### config.mk
export PLATFORM = sky130hd
export DESIGN_NAME = irq_halt_unit
export DESIGN_NICKNAME = d
export VERILOG_FILES = /design/src/rtl/irq_halt_pkg.sv /design/src/rtl/irq_op_decode.sv /design/src/rtl/irq_halt_ctrl.sv /design/src/rtl/irq_en_state.sv /design/src/rtl/irq_halt_unit.sv
export SDC_FILE = /design/constraint.sdc
export NUM_CORES = 1
export LEC_CHECK = 0
export BUFFER_PORTS_ARGS = -buffer_cell sky130_fd_sc_hd__buf_2
export CAP_MARGIN = 20
export CORE_MARGIN = 3
export CORE_UTILIZATION = 28
export CTS_BUF_LIST = sky130_fd_sc_hd__clkbuf_8
export CTS_CLUSTER_DIAMETER = 50
export DETAILED_ROUTE_END_ITERATION = 10
export MAX_ROUTING_LAYER = met4
export PLACE_DENSITY = 0.88
export SLEW_MARGIN = 20
export SYNTH_ARGS = -nofsm -noshare
export SYNTH_HDL_FRONTEND = slang
export SYNTH_HIERARCHICAL = 1
export SYNTH_SLANG_ARGS = --single-unit
### constraint.sdc
create_clock -name clk_i -period 3.94 [get_ports clk_i]
set_clock_uncertainty 0.2 [all_clocks]
set_input_delay 0.197 -clock clk_i [delete_from_list [all_inputs] [get_ports clk_i]]
set_output_delay 0.197 -clock clk_i [all_outputs]
set_load 0.01 [all_outputs]
### src/rtl/irq_halt_pkg.sv
package irq_halt_pkg;
  localparam int unsigned XLEN   = 32;
  localparam int unsigned REG_AW = 5;
  localparam int unsigned IDX_LO = 11;

  localparam logic [XLEN-1:0] HALT_WORD = 32'h7000_0000;
  localparam logic [XLEN-1:0] IE_MASK   = 32'hFFFF_07FF;
  localparam logic [XLEN-1:0] IE_RD_PAT = 32'h7000_0024;
  localparam logic [XLEN-1:0] IE_WR_PAT = 32'h7000_0026;

  typedef enum logic [1:0] {
    OP_NONE = 2'd0,
    OP_HALT = 2'd1,
    OP_RDIE = 2'd2,
    OP_WRIE = 2'd3
  } ie_op_e;
endpackage

### src/rtl/irq_op_decode.sv
module irq_op_decode
  import irq_halt_pkg::*;
(
  input  logic [XLEN-1:0]   instr_i,
  output ie_op_e            op_o,
  output logic [REG_AW-1:0] reg_idx_o
);
  always_comb begin
    op_o = OP_NONE;
    if (instr_i == HALT_WORD)                     op_o = OP_HALT;
    else if ((instr_i & IE_MASK) == IE_RD_PAT)    op_o = OP_RDIE;
    else if ((instr_i & IE_MASK) == IE_WR_PAT)    op_o = OP_WRIE;
  end

  assign reg_idx_o = instr_i[IDX_LO +: REG_AW];
endmodule

### src/rtl/irq_halt_ctrl.sv
module irq_halt_ctrl (
  input  logic clk_i,
  input  logic rst_ni,
  input  logic instr_valid_i,
  input  logic halt_op_i,
  input  logic irq_req_i,
  output logic accept_o,
  output logic stall_o
);
  logic halted_q, halted_d, halt_issue;

  // parked and no wake request: nothing gets in
  assign accept_o   = instr_valid_i & ~(halted_q & ~irq_req_i);
  assign halt_issue = accept_o & halt_op_i;
  assign halted_d   = (halted_q | halt_issue) & ~irq_req_i;
  assign stall_o    = halted_d;

  always_ff @(posedge clk_i or negedge rst_ni) begin
    if (!rst_ni) halted_q <= 1'b0;
    else         halted_q <= halted_d;
  end

  assert_stall_holds_R3: assert property (@(posedge clk_i) disable iff (!rst_ni)
    (stall_o && !irq_req_i) |=> (stall_o || irq_req_i));

  assert_no_accept_parked_R3: assert property (@(posedge clk_i) disable iff (!rst_ni)
    (halted_q && !irq_req_i) |-> !accept_o);

  assert_wake_on_irq_R4: assert property (@(posedge clk_i) disable iff (!rst_ni)
    irq_req_i |=> !halted_q);

  assert_no_stall_with_irq_R9: assert property (@(posedge clk_i) disable iff (!rst_ni)
    irq_req_i |-> !stall_o);
endmodule

### src/rtl/irq_en_state.sv
module irq_en_state
  import irq_halt_pkg::*;
(
  input  logic              clk_i,
  input  logic              rst_ni,
  input  logic              accept_i,
  input  ie_op_e            op_i,
  input  logic [REG_AW-1:0] reg_idx_i,
  input  logic [XLEN-1:0]   rs_data_i,
  output logic              wb_en_o,
  output logic [REG_AW-1:0] wb_idx_o,
  output logic [XLEN-1:0]   wb_data_o,
  output logic              irq_en_o
);
  logic irq_en_q, wr_fire;
  logic unused_rs_hi;

  assign unused_rs_hi = ^rs_data_i[XLEN-1:1];
  assign wr_fire      = accept_i & (op_i == OP_WRIE);

  always_ff @(posedge clk_i or negedge rst_ni) begin
    if (!rst_ni)      irq_en_q <= 1'b0;
    else if (wr_fire) irq_en_q <= rs_data_i[0];
  end

  // register zero never written
  assign wb_en_o   = accept_i & (op_i == OP_RDIE) & (reg_idx_i != '0);
  assign wb_idx_o  = reg_idx_i;
  assign wb_data_o = wb_en_o ? {{(XLEN-1){1'b0}}, irq_en_q} : '0;
  assign irq_en_o  = irq_en_q;

  assert_wr_loads_bit0_R6: assert property (@(posedge clk_i) disable iff (!rst_ni)
    wr_fire |=> (irq_en_o == $past(rs_data_i[0])));

  assert_en_stable_R8: assert property (@(posedge clk_i) disable iff (!rst_ni)
    !wr_fire |=> $stable(irq_en_o));

  assert_rd_data_R5: assert property (@(posedge clk_i) disable iff (!rst_ni)
    wb_en_o |-> (wb_data_o[XLEN-1:1] == '0 && wb_data_o[0] == irq_en_o));

  assert_no_r0_write_R7: assert property (@(posedge clk_i) disable iff (!rst_ni)
    wb_en_o |-> (wb_idx_o != '0));
endmodule

### src/rtl/irq_halt_unit.sv
module irq_halt_unit
  import irq_halt_pkg::*;
(
  input  logic              clk_i,
  input  logic              rst_ni,
  input  logic [XLEN-1:0]   instr_i,
  input  logic              instr_valid_i,
  input  logic [XLEN-1:0]   rs_data_i,
  input  logic              irq_req_i,
  output logic              wb_en_o,
  output logic [REG_AW-1:0] wb_idx_o,
  output logic [XLEN-1:0]   wb_data_o,
  output logic              stall_o,
  output logic              irq_en_o
);
  ie_op_e            op;
  logic [REG_AW-1:0] reg_idx;
  logic              accept;

  irq_op_decode u_dec (
    .instr_i   (instr_i),
    .op_o      (op),
    .reg_idx_o (reg_idx)
  );

  irq_halt_ctrl u_ctrl (
    .clk_i         (clk_i),
    .rst_ni        (rst_ni),
    .instr_valid_i (instr_valid_i),
    .halt_op_i     (op == OP_HALT),
    .irq_req_i     (irq_req_i),
    .accept_o      (accept),
    .stall_o       (stall_o)
  );

  irq_en_state u_state (
    .clk_i     (clk_i),
    .rst_ni    (rst_ni),
    .accept_i  (accept),
    .op_i      (op),
    .reg_idx_i (reg_idx),
    .rs_data_i (rs_data_i),
    .wb_en_o   (wb_en_o),
    .wb_idx_o  (wb_idx_o),
    .wb_data_o (wb_data_o),
    .irq_en_o  (irq_en_o)
  );

  assert_stall_blocks_wb_R3: assert property (@(posedge clk_i) disable iff (!rst_ni)
    stall_o |-> !wb_en_o);
endmodule

==> After elaboration in Yosys (flattened, before gate mapping) <==
Cells that the tools add are included.
{ "op_classes": {"n_addsub": 0, "n_mul": 0, "n_div": 0, "order_cmp": 0, "eq_ne": 6, "n_shift": 0, "muxes": 4, "bitwise": 10, "n_reduce_logical": 1} }
{ "op_table": {"columns": ["cell", "n"], "rows": [
  ["$eq A27 B26 Y1 const B", 2],
  ["$eq A32 B31 Y1 const B", 1],
  ["$and A1 B1 Y1", 7],
  ["$mux W2", 3],
  ["$reduce_bool A5 Y1", 1],
  ["$eq A2 B2 Y1 const B", 2],
  ["$eq A2 B1 Y1 const B", 1],
  ["$not A1 Y1", 2],
  ["$mux W1", 1],
  ["$or A1 B1 Y1", 1]
]} }
{ "totals": {"regBits": 2, "latchBits": 0, "ram_bits": 0, "romBits": 0, "inputBits": 68, "out_inout_bits": 40, "mem_count": 0} }

==> Logic depth before layout (Yosys ltp) <==
Gate-level depths: netlist of the first run.
{ "depth": {"ltp_word": 8, "ltp_mapped": 6, "mapped_depth_nobuf": 6} }

==> Modules after synthesis <==
Netlist of the first run, hierarchy kept.
{ "modules_own_cells": {"columns": ["module", "instances", "cells_per_inst", "area_each_um2"], "rows": [
  ["irq_en_state", 1, 46, 352.8],
  ["irq_op_decode", 1, 19, 147.6],
  ["irq_halt_ctrl", 1, 5, 45.0],
  ["irq_halt_unit", 1, 1, 13.8]
]} }

==> Worst setup path before layout of the first run <==
No wires, ideal clock.
{ "synth_timing": {"path_kind": "input to output", "from": "input instr_i[26]", "to": "output wb_en_o", "arrival_ns": 1.489, "required_ns": 3.543, "setup_slack_ns": 2.054, "cell_stages": 5, "path_buffers": 0, "cell_sequence": "nor4b_2 > nand4_1 > nor3_1 > nand2_1 > a211oi_1"} }
{ "synth_between": {"elab_chain_cells": 7, "elab_cells_between_ends": 9, "classes_between": "eq/ne (4); mux (3); bitwise (2)"} }
{ "synth_rtl": {"columns": ["element", "line", "source"], "rows": [
  ["start, declared", "irq_halt_unit.sv:6", "input logic [XLEN-1:0] instr_i,"],
  ["$eq A27 B26 Y1", "irq_op_decode.sv:12", "else if ((instr_i & IE_MASK) == IE_WR_PAT) op_o = OP_WRIE;"],
  ["$mux W2", "irq_op_decode.sv:12", null],
  ["$mux W2", "irq_op_decode.sv:11", "else if ((instr_i & IE_MASK) == IE_RD_PAT) op_o = OP_RDIE;"],
  ["$mux W2 (*)", "irq_op_decode.sv:10", "if (instr_i == HALT_WORD) op_o = OP_HALT;"],
  ["net op[1]", "irq_halt_unit.sv:16", "ie_op_e op;"],
  ["$eq A2 B2 Y1 (*)", "irq_en_state.sv:27", "assign wb_en_o = accept_i & (op_i == OP_RDIE) & (reg_idx_i != '0);"],
  ["$and A1 B1 Y1 (*) (2 in a row)", "irq_en_state.sv:27", null],
  ["end, declared", "irq_halt_unit.sv:10", "output logic wb_en_o,"]
]} }
Mark *: on every way through the listed nets, which the timed path passes. The rest lies on a longest branch.

==> Worst setup path in the final report of the first run <==
{ "layout_timing": {"from": "input instr_i[0]", "to": "output wb_en_o"} }
The elaborated chain is that of the path after synthesis.

==> metrics, run 1 <==
Slew HR=about 61%; vias in the first global route=447; CTS clk-pin slew, worst paths=0.03 ns; share of cells above drive strength 1=49.1%; Gate Count Post-Synth=71; Max Cap Viol=0; Final GP Congestion=around 0.62; Crit path required time=3.54 ns; Std-Cell Rows=15; CP startpoint=instr_i[0]; IO Pins=108; Fill cells=203; CTS tree=built; Die Y=50.7 um; net switching power=a little over 0.04 mW; met2 Use GR=17.0%; Yosys cell types=20; post-DP HPWL=1100 um; Cell Pwr Density=212 nW/um^2; P_int=0.104 mW; Post-DRT Antenna Nets=0; Area Growth Syn to Fin=21.9%; combinational share of power=a little under a third; leak pwr=0.387 nW; placed insts=130; H-tree levels=1; Seq. cell area=50.0 um^2; Avg Vias per Cell=3.82; Worst R2R Path Depth=3; nature of the critical path startpoint=input port; Worst Hold Margin=0.0260 ns; Hold Path End=u_state/irq_en_o; Buffers on Ports=between 40 and 50; crit path time final=2.10 ns; Die W=just over 50 um; pin count of the biggest net entering global routing=5; Reg2Reg Setup Slack=2.59 ns; WP data arrival=1.70 ns; count of pins over their slew limit=0; first-pass GRT wire length=between 1500 and 2000 um; layer with the highest usage=met2; reg2reg end=u_state/irq_en_o; Max Root-Sink Buffers=2; Worst Hold Depth=2; GRT Total Usage=a little under a tenth; setup bufs post-CTS=0; GR Util met3=0.890%; status=finished, final reports clean; Overflow after GRT=0; Total Nets Final=180; Switching Fraction=28.4%; fin cells=135; post-synthesis area per instance=7.88 um^2; clk root buf=clkbuf_8; unrepaired setup endpoints after global routing=no; clock power share=55.0%; peak supply drop=0.151 mV; number of buffers created by CTS=3; RR Startpoint=u_ctrl/halted_q; final setup violating endpoints=0; clock sink count=2; Synth warnings=6; fin area=roughly 680 um^2; critical path peak fanout=4; drt drc=0; Vias=516; sequential-to-total area share from yosys stat=8.95%; met1 global-route usage=9.36%; type of the worst setup path=in -> out; DR pass1 iterations=4; most common cell after layout, fill and taps aside=buf_2; final hold viol count=0; Iter 0 DRT Violations=2; Worst-Margin Slew=0.578 ns; Reg power frac=14.3%; setup ws final=1.84 ns; hold path start=rs_data_i[0]; Initial Util=31.0%; Max Freq=roughly 480 MHz; WL final=1210 um; endpoint type of the worst setup path=output port; final worst path period share=53.2%; worst skew pair latency=0.21 ns; Yosys reg bits=2; Mapped Area=between 500 and 600 um^2; n_diodes=0; antenna violations before repair=0; drt wl/cell=between 8 and 9 um; area of the multi-input gates=310 um^2; commonest non-fill, non-tap cells in the layout=45 x buf_2, 31 x conb_1, 4 x nor4_1; Setup TNS Final=0 ns; die area=2570 um^2; DP Area=621 um^2; core box area=1800 um^2; post-place setup slack=1.84 ns; worst hold path type=in -> reg
[cell usage after synthesis]
| library cell | count | share of area, % |
|---|---|---|
| a211oi_1 | 1 | 1.3 |
| a21boi_1 | 1 | 1.3 |
| a21oi_1 | 2 | 1.8 |
| a32oi_1 | 1 | 1.6 |
| and4bb_2 | 1 | 2.2 |
| buf_4 | 41 | 55 |
| conb_1 | 1 | 0.67 |
| dfrtp_1 | 2 | 8.9 |
| inv_1 | 1 | 0.67 |
| mux2_4 | 1 | 2.7 |
| nand2_1 | 3 | 2.0 |
| nand3_1 | 1 | 0.89 |
| nand4_1 | 1 | 1.1 |
| nand4b_1 | 1 | 1.6 |
| nor2_1 | 2 | 1.3 |
| nor2b_4 | 1 | 2.5 |
| nor3_1 | 3 | 2.7 |
| nor4_1 | 4 | 4.5 |
| nor4_2 | 2 | 4.5 |
| nor4b_2 | 1 | 2.7 |
[critical path: stages]
cell and delay, ns:
buf_2 0.10, nor4_2 0.25, nand4_1 0.14, nor3_1 0.52
nand2_1 0.10, a211oi_1 0.21, buf_2 0.16
[worst max path at each step]
stage                          to  slack, ns
after global routing      wb_en_o       1.71
final                     wb_en_o       1.84
after detailed placement  wb_en_o       1.84
after floorplan           wb_en_o       2.05
after CTS                 wb_en_o       1.84
after global placement    wb_en_o       1.82
[cells by family (layout without fill, tap and decap cells)]
family,Yosys count,in the layout,synth area share (%)
multiplexers,1,1,2.68
flip-flops,2,2,8.95
AO/OA/AOI/OAI,5,5,6.04
AND/OR/NAND/NOR,20,20,25.9
buffers and inverters,42,51,55.7
other,1,31,0.670
[power groups by stage]
stage	clock (mW)	sequential, mW	combinational (mW)
after global routing	0.0850	0.0207	0.0492
after floorplan	0	0.0209	0.0493
after detailed placement	0	0.0209	0.0423
final	0.0797	0.0207	0.0444
after CTS	0.0826	0.0207	0.0439
after global placement	0	0.0209	0.0414
[metal layers]
metal	vias up	share of wire [%]	wire length (um)
met2	40	52	636
li1	250	-	-
met4	0	2.1	26
met1	222	32	385
met3	4	14	165
met5	-	0	0
[final cells by class]
class	instances	share of cell area, %
sequential	2	7.34
inverter	1	0.550
multi-input combinational	57	45.5
clock buffer	3	6.06
tap	25	4.59
timing repair buffer	47	36.0
[flip-flops by register name, indices dropped and copies added (netlist names)]
signal,flops
u_ctrl/halted_q,1
u_state/irq_en_o,1
[through the flow]
stage | power, mW | utilization [%]
after global routing | 0.155 | 37.8
final | 0.145 | 37.8
after floorplan | 0.0703 | -
after CTS | 0.147 | 37.8
after global placement | 0.0623 | 34.4
after detailed placement | 0.0633 | 34.4
[repair_timing]
| item | 4_1_cts | 5_1_grt |
|---|---|---|
| hold buffers | 2 | 0 |
| hold endpoints to repair | 3 | 0 |
| gates resized for setup | 0 | 0 |
No activity file was read; power rests on OpenSTA's default activity.
==> run 2, diff against run 1 <==
--- a/config.mk
+++ b/config.mk
@@ -8,12 +8,12 @@
 export BUFFER_PORTS_ARGS = -buffer_cell sky130_fd_sc_hd__buf_2
 export CAP_MARGIN = 20
 export CORE_MARGIN = 3
-export CORE_UTILIZATION = 28
+export CORE_UTILIZATION = 26
 export CTS_BUF_LIST = sky130_fd_sc_hd__clkbuf_8
 export CTS_CLUSTER_DIAMETER = 50
 export DETAILED_ROUTE_END_ITERATION = 10
 export MAX_ROUTING_LAYER = met4
-export PLACE_DENSITY = 0.88
+export PLACE_DENSITY = 0.82
 export SLEW_MARGIN = 20
 export SYNTH_ARGS = -nofsm -noshare
 export SYNTH_HDL_FRONTEND = slang
==> constraint.sdc (replaced) <==
create_clock -name clk_i -period 2 [get_ports clk_i]
set_clock_uncertainty 0.2 [all_clocks]
set_input_delay 0.1 -clock clk_i [delete_from_list [all_inputs] [get_ports clk_i]]
set_output_delay 0.1 -clock clk_i [all_outputs]
set_load 0.01 [all_outputs]
==> run 2 against run 1 <==
Compared with the run above:
- register-to-register slack worse by 1.9 ns
- combinational power rose by 100%
- cell area increased by 4.8%
- first-iteration DRC count grew to 3.5 times the previous value
- clock power rose by 94%
- via count rose by 0.97%
- utilization fell by 2.2 points
- sequential share of layout area shrank 0.33 points
- sequential power grew 97%
- global-route usage decreased by 0.53 points
- largest power group unchanged
==> metrics, run 2 (synthesis gave the netlist of run 1 again) <==
net switching power=0.0802 mW (+95%); setup bufs post-CTS=0 (unchanged); share of cells above drive strength 1=50.4% (+1.4 points); antenna violations before repair=0 (unchanged); DP Area=638 um^2 (+2.8%); first-pass GRT wire length=1790 um (+2.0%); final hold viol count=0 (unchanged); clock power share=54.2% (-0.8 points); CTS tree=built; DR pass1 iterations=3 (-1); Avg Vias per Cell=3.72 (-2.6%); commonest non-fill, non-tap cells in the layout=45 x buf_2, 31 x conb_1, 4 x nor4_1; Vias=521 (+0.97%); Die W=52.4 um (+3.3%); Crit path required time=1.70 ns (-1.84 ns); WP data arrival=1.47 ns (-0.23 ns); type of the worst setup path=in -> out; unrepaired setup endpoints after global routing=no; pin count of the biggest net entering global routing=5 (unchanged); CP startpoint=instr_i[26]; fin cells=140 (+3.7%); crit-path cells=buf_2 -> nor4b_2 -> nand4_1 -> nor3_1 -> buf_4 -> nor2b_4 -> a21oi_1 -> nor2_1 -> buf_2; met2 Use GR=18.0% (+1.0 points); worst skew pair latency=0.21 ns (about the same); peak supply drop=0.314 mV (+110%); CP max stage delay=0.27 ns (-0.25 ns); Reg2Reg Setup Slack=0.66 ns (-1.93 ns); RR Startpoint=u_ctrl/halted_q; placed insts=134 (+3.1%); worst hold path type=in -> async; nature of the critical path startpoint=input port; leak pwr=0.402 nW (+3.9%); number of buffers created by CTS=3 (unchanged); WL final=1300 um (+6.9%); CTS clk-pin slew, worst paths=0.03 ns (about the same); combinational share of power=31.5% (+0.8 points); critical path's most frequent cell=buf_2; status=finished, final reports clean; clk root buf=clkbuf_8; Worst Hold Margin=0.0144 ns (-0.0116 ns); P_int=0.205 mW (+98%); final setup violating endpoints=0 (unchanged); Fill cells=221 (+8.9%); clock sink count=2 (unchanged); Area Growth Syn to Fin=27.7%; IO Pins=108 (unchanged); GRT Total Usage=8.86% (-0.53 points); Post-DRT Antenna Nets=0 (unchanged); Max Freq=~570 MHz; Overflow after GRT=0 (unchanged); Total Nets Final=183 (+1.7%); critical path peak fanout=4 (unchanged); Max Root-Sink Buffers=2 (unchanged); Switching Fraction=28.1% (-0.35 points); layer with the highest usage=met2; n_diodes=0 (unchanged); Final GP Congestion=0.696 (+13%); Initial Util=27.9% (-3.1 points); post-DP HPWL=1170 um (+5.6%); crit path time final=between 1.5 and 2 ns; drt drc=0 (unchanged); fin area=714 um^2 (+4.8%); core box area=2000 um^2 (+11%); most common cell after layout, fill and taps aside=buf_2; Max Cap Viol=0 (unchanged); H-tree levels=1 (unchanged); count of pins over their slew limit=0 (unchanged); Die Y=52.4 um (+3.3%); vias in the first global route=431 (-3.6%); Setup TNS Final=0 ns (unchanged); drt wl/cell=9.27 um (+3.1%); endpoint type of the worst setup path=output port; GR Util met3=1.14% (+0.25 points); final worst path period share=88.5%; Buffers on Ports=45 (unchanged); Worst path slowest cell=nor4b_2; Reg power frac=14.3% (about the same); Iter 0 DRT Violations=7 (+5); Cell Pwr Density=400 nW/um^2 (+88%); die area=2740 um^2 (+6.8%); met1 global-route usage=8.49% (-0.87 points); total power draw=0.285 mW (+97%); Std-Cell Rows=16 (+1)
-- run 2: changes by cell type in the layout (fill, tap and decap cells not counted), sizes merged --
cell and delta:
buf +2, dlygate4sd3 +1
-- run 2: worst max-delay path, delay by kind of cell --
family	cells	cell delay, ns
AO/OA/AOI/OAI	1	0.06
buffers and inverters	3	0.41
AND/OR/NAND/NOR	5	0.91
-- run 2: final timing paths --
| kind | endpoint | cells after the start |
|---|---|---|
| worst max-delay path | stall_o | 9 |
| worst min-delay path | u_state/irq_en_o | 2 |
| worst max register to register | u_state/irq_en_o | 3 |
| worst min register to register | u_state/irq_en_o | 1 |
| max in group asynchronous | u_ctrl/halted_q | 2 |
| min in group clk_i | u_ctrl/halted_q | 3 |
-- run 2: per-stage QoR --
step           worst slack (ns)  util [%]
2_1_floorplan             0.270         -
3_3_place_gp              0.139      31.9
3_5_place_dp              0.128      31.9
4_1_cts                   0.114      35.4
5_1_grt                  0.0204      35.7
6_report                  0.231      35.7
-- run 2: cell type report --
cell class	count	area (um^2)	area share (%)
Clock buffer	3	41.3	5.78
Sequential cell	2	50.0	7.01
Tap cell	27	33.8	4.73
Inverter	1	3.75	0.525
Multi-Input combinational cell	57	315	44.1
Timing Repair Buffer	50	270	37.8
-- run 2: what timing repair did --
item | in CTS | in global routing
hold buffers | 3 | 0
endpoints found under the hold margin | 4 | 0
resized for setup | 0 | 1
setup endpoints to repair | 0 | 2
-- run 2: routing by layer --
layer	vias up	routed length, um
li1	261	-
met4	0	0
met3	0	175
met1	220	431
met2	40	691
met5	-	0
-- run 2: power groups by stage --
stage,clock network [mW],logic [mW],registers [mW]
after floorplan,0,0.0972,0.0412
after global placement,0,0.0823,0.0412
after detailed placement,0,0.0838,0.0412
after CTS,0.159,0.0883,0.0408
after global routing,0.164,0.100,0.0408
final,0.155,0.0899,0.0408
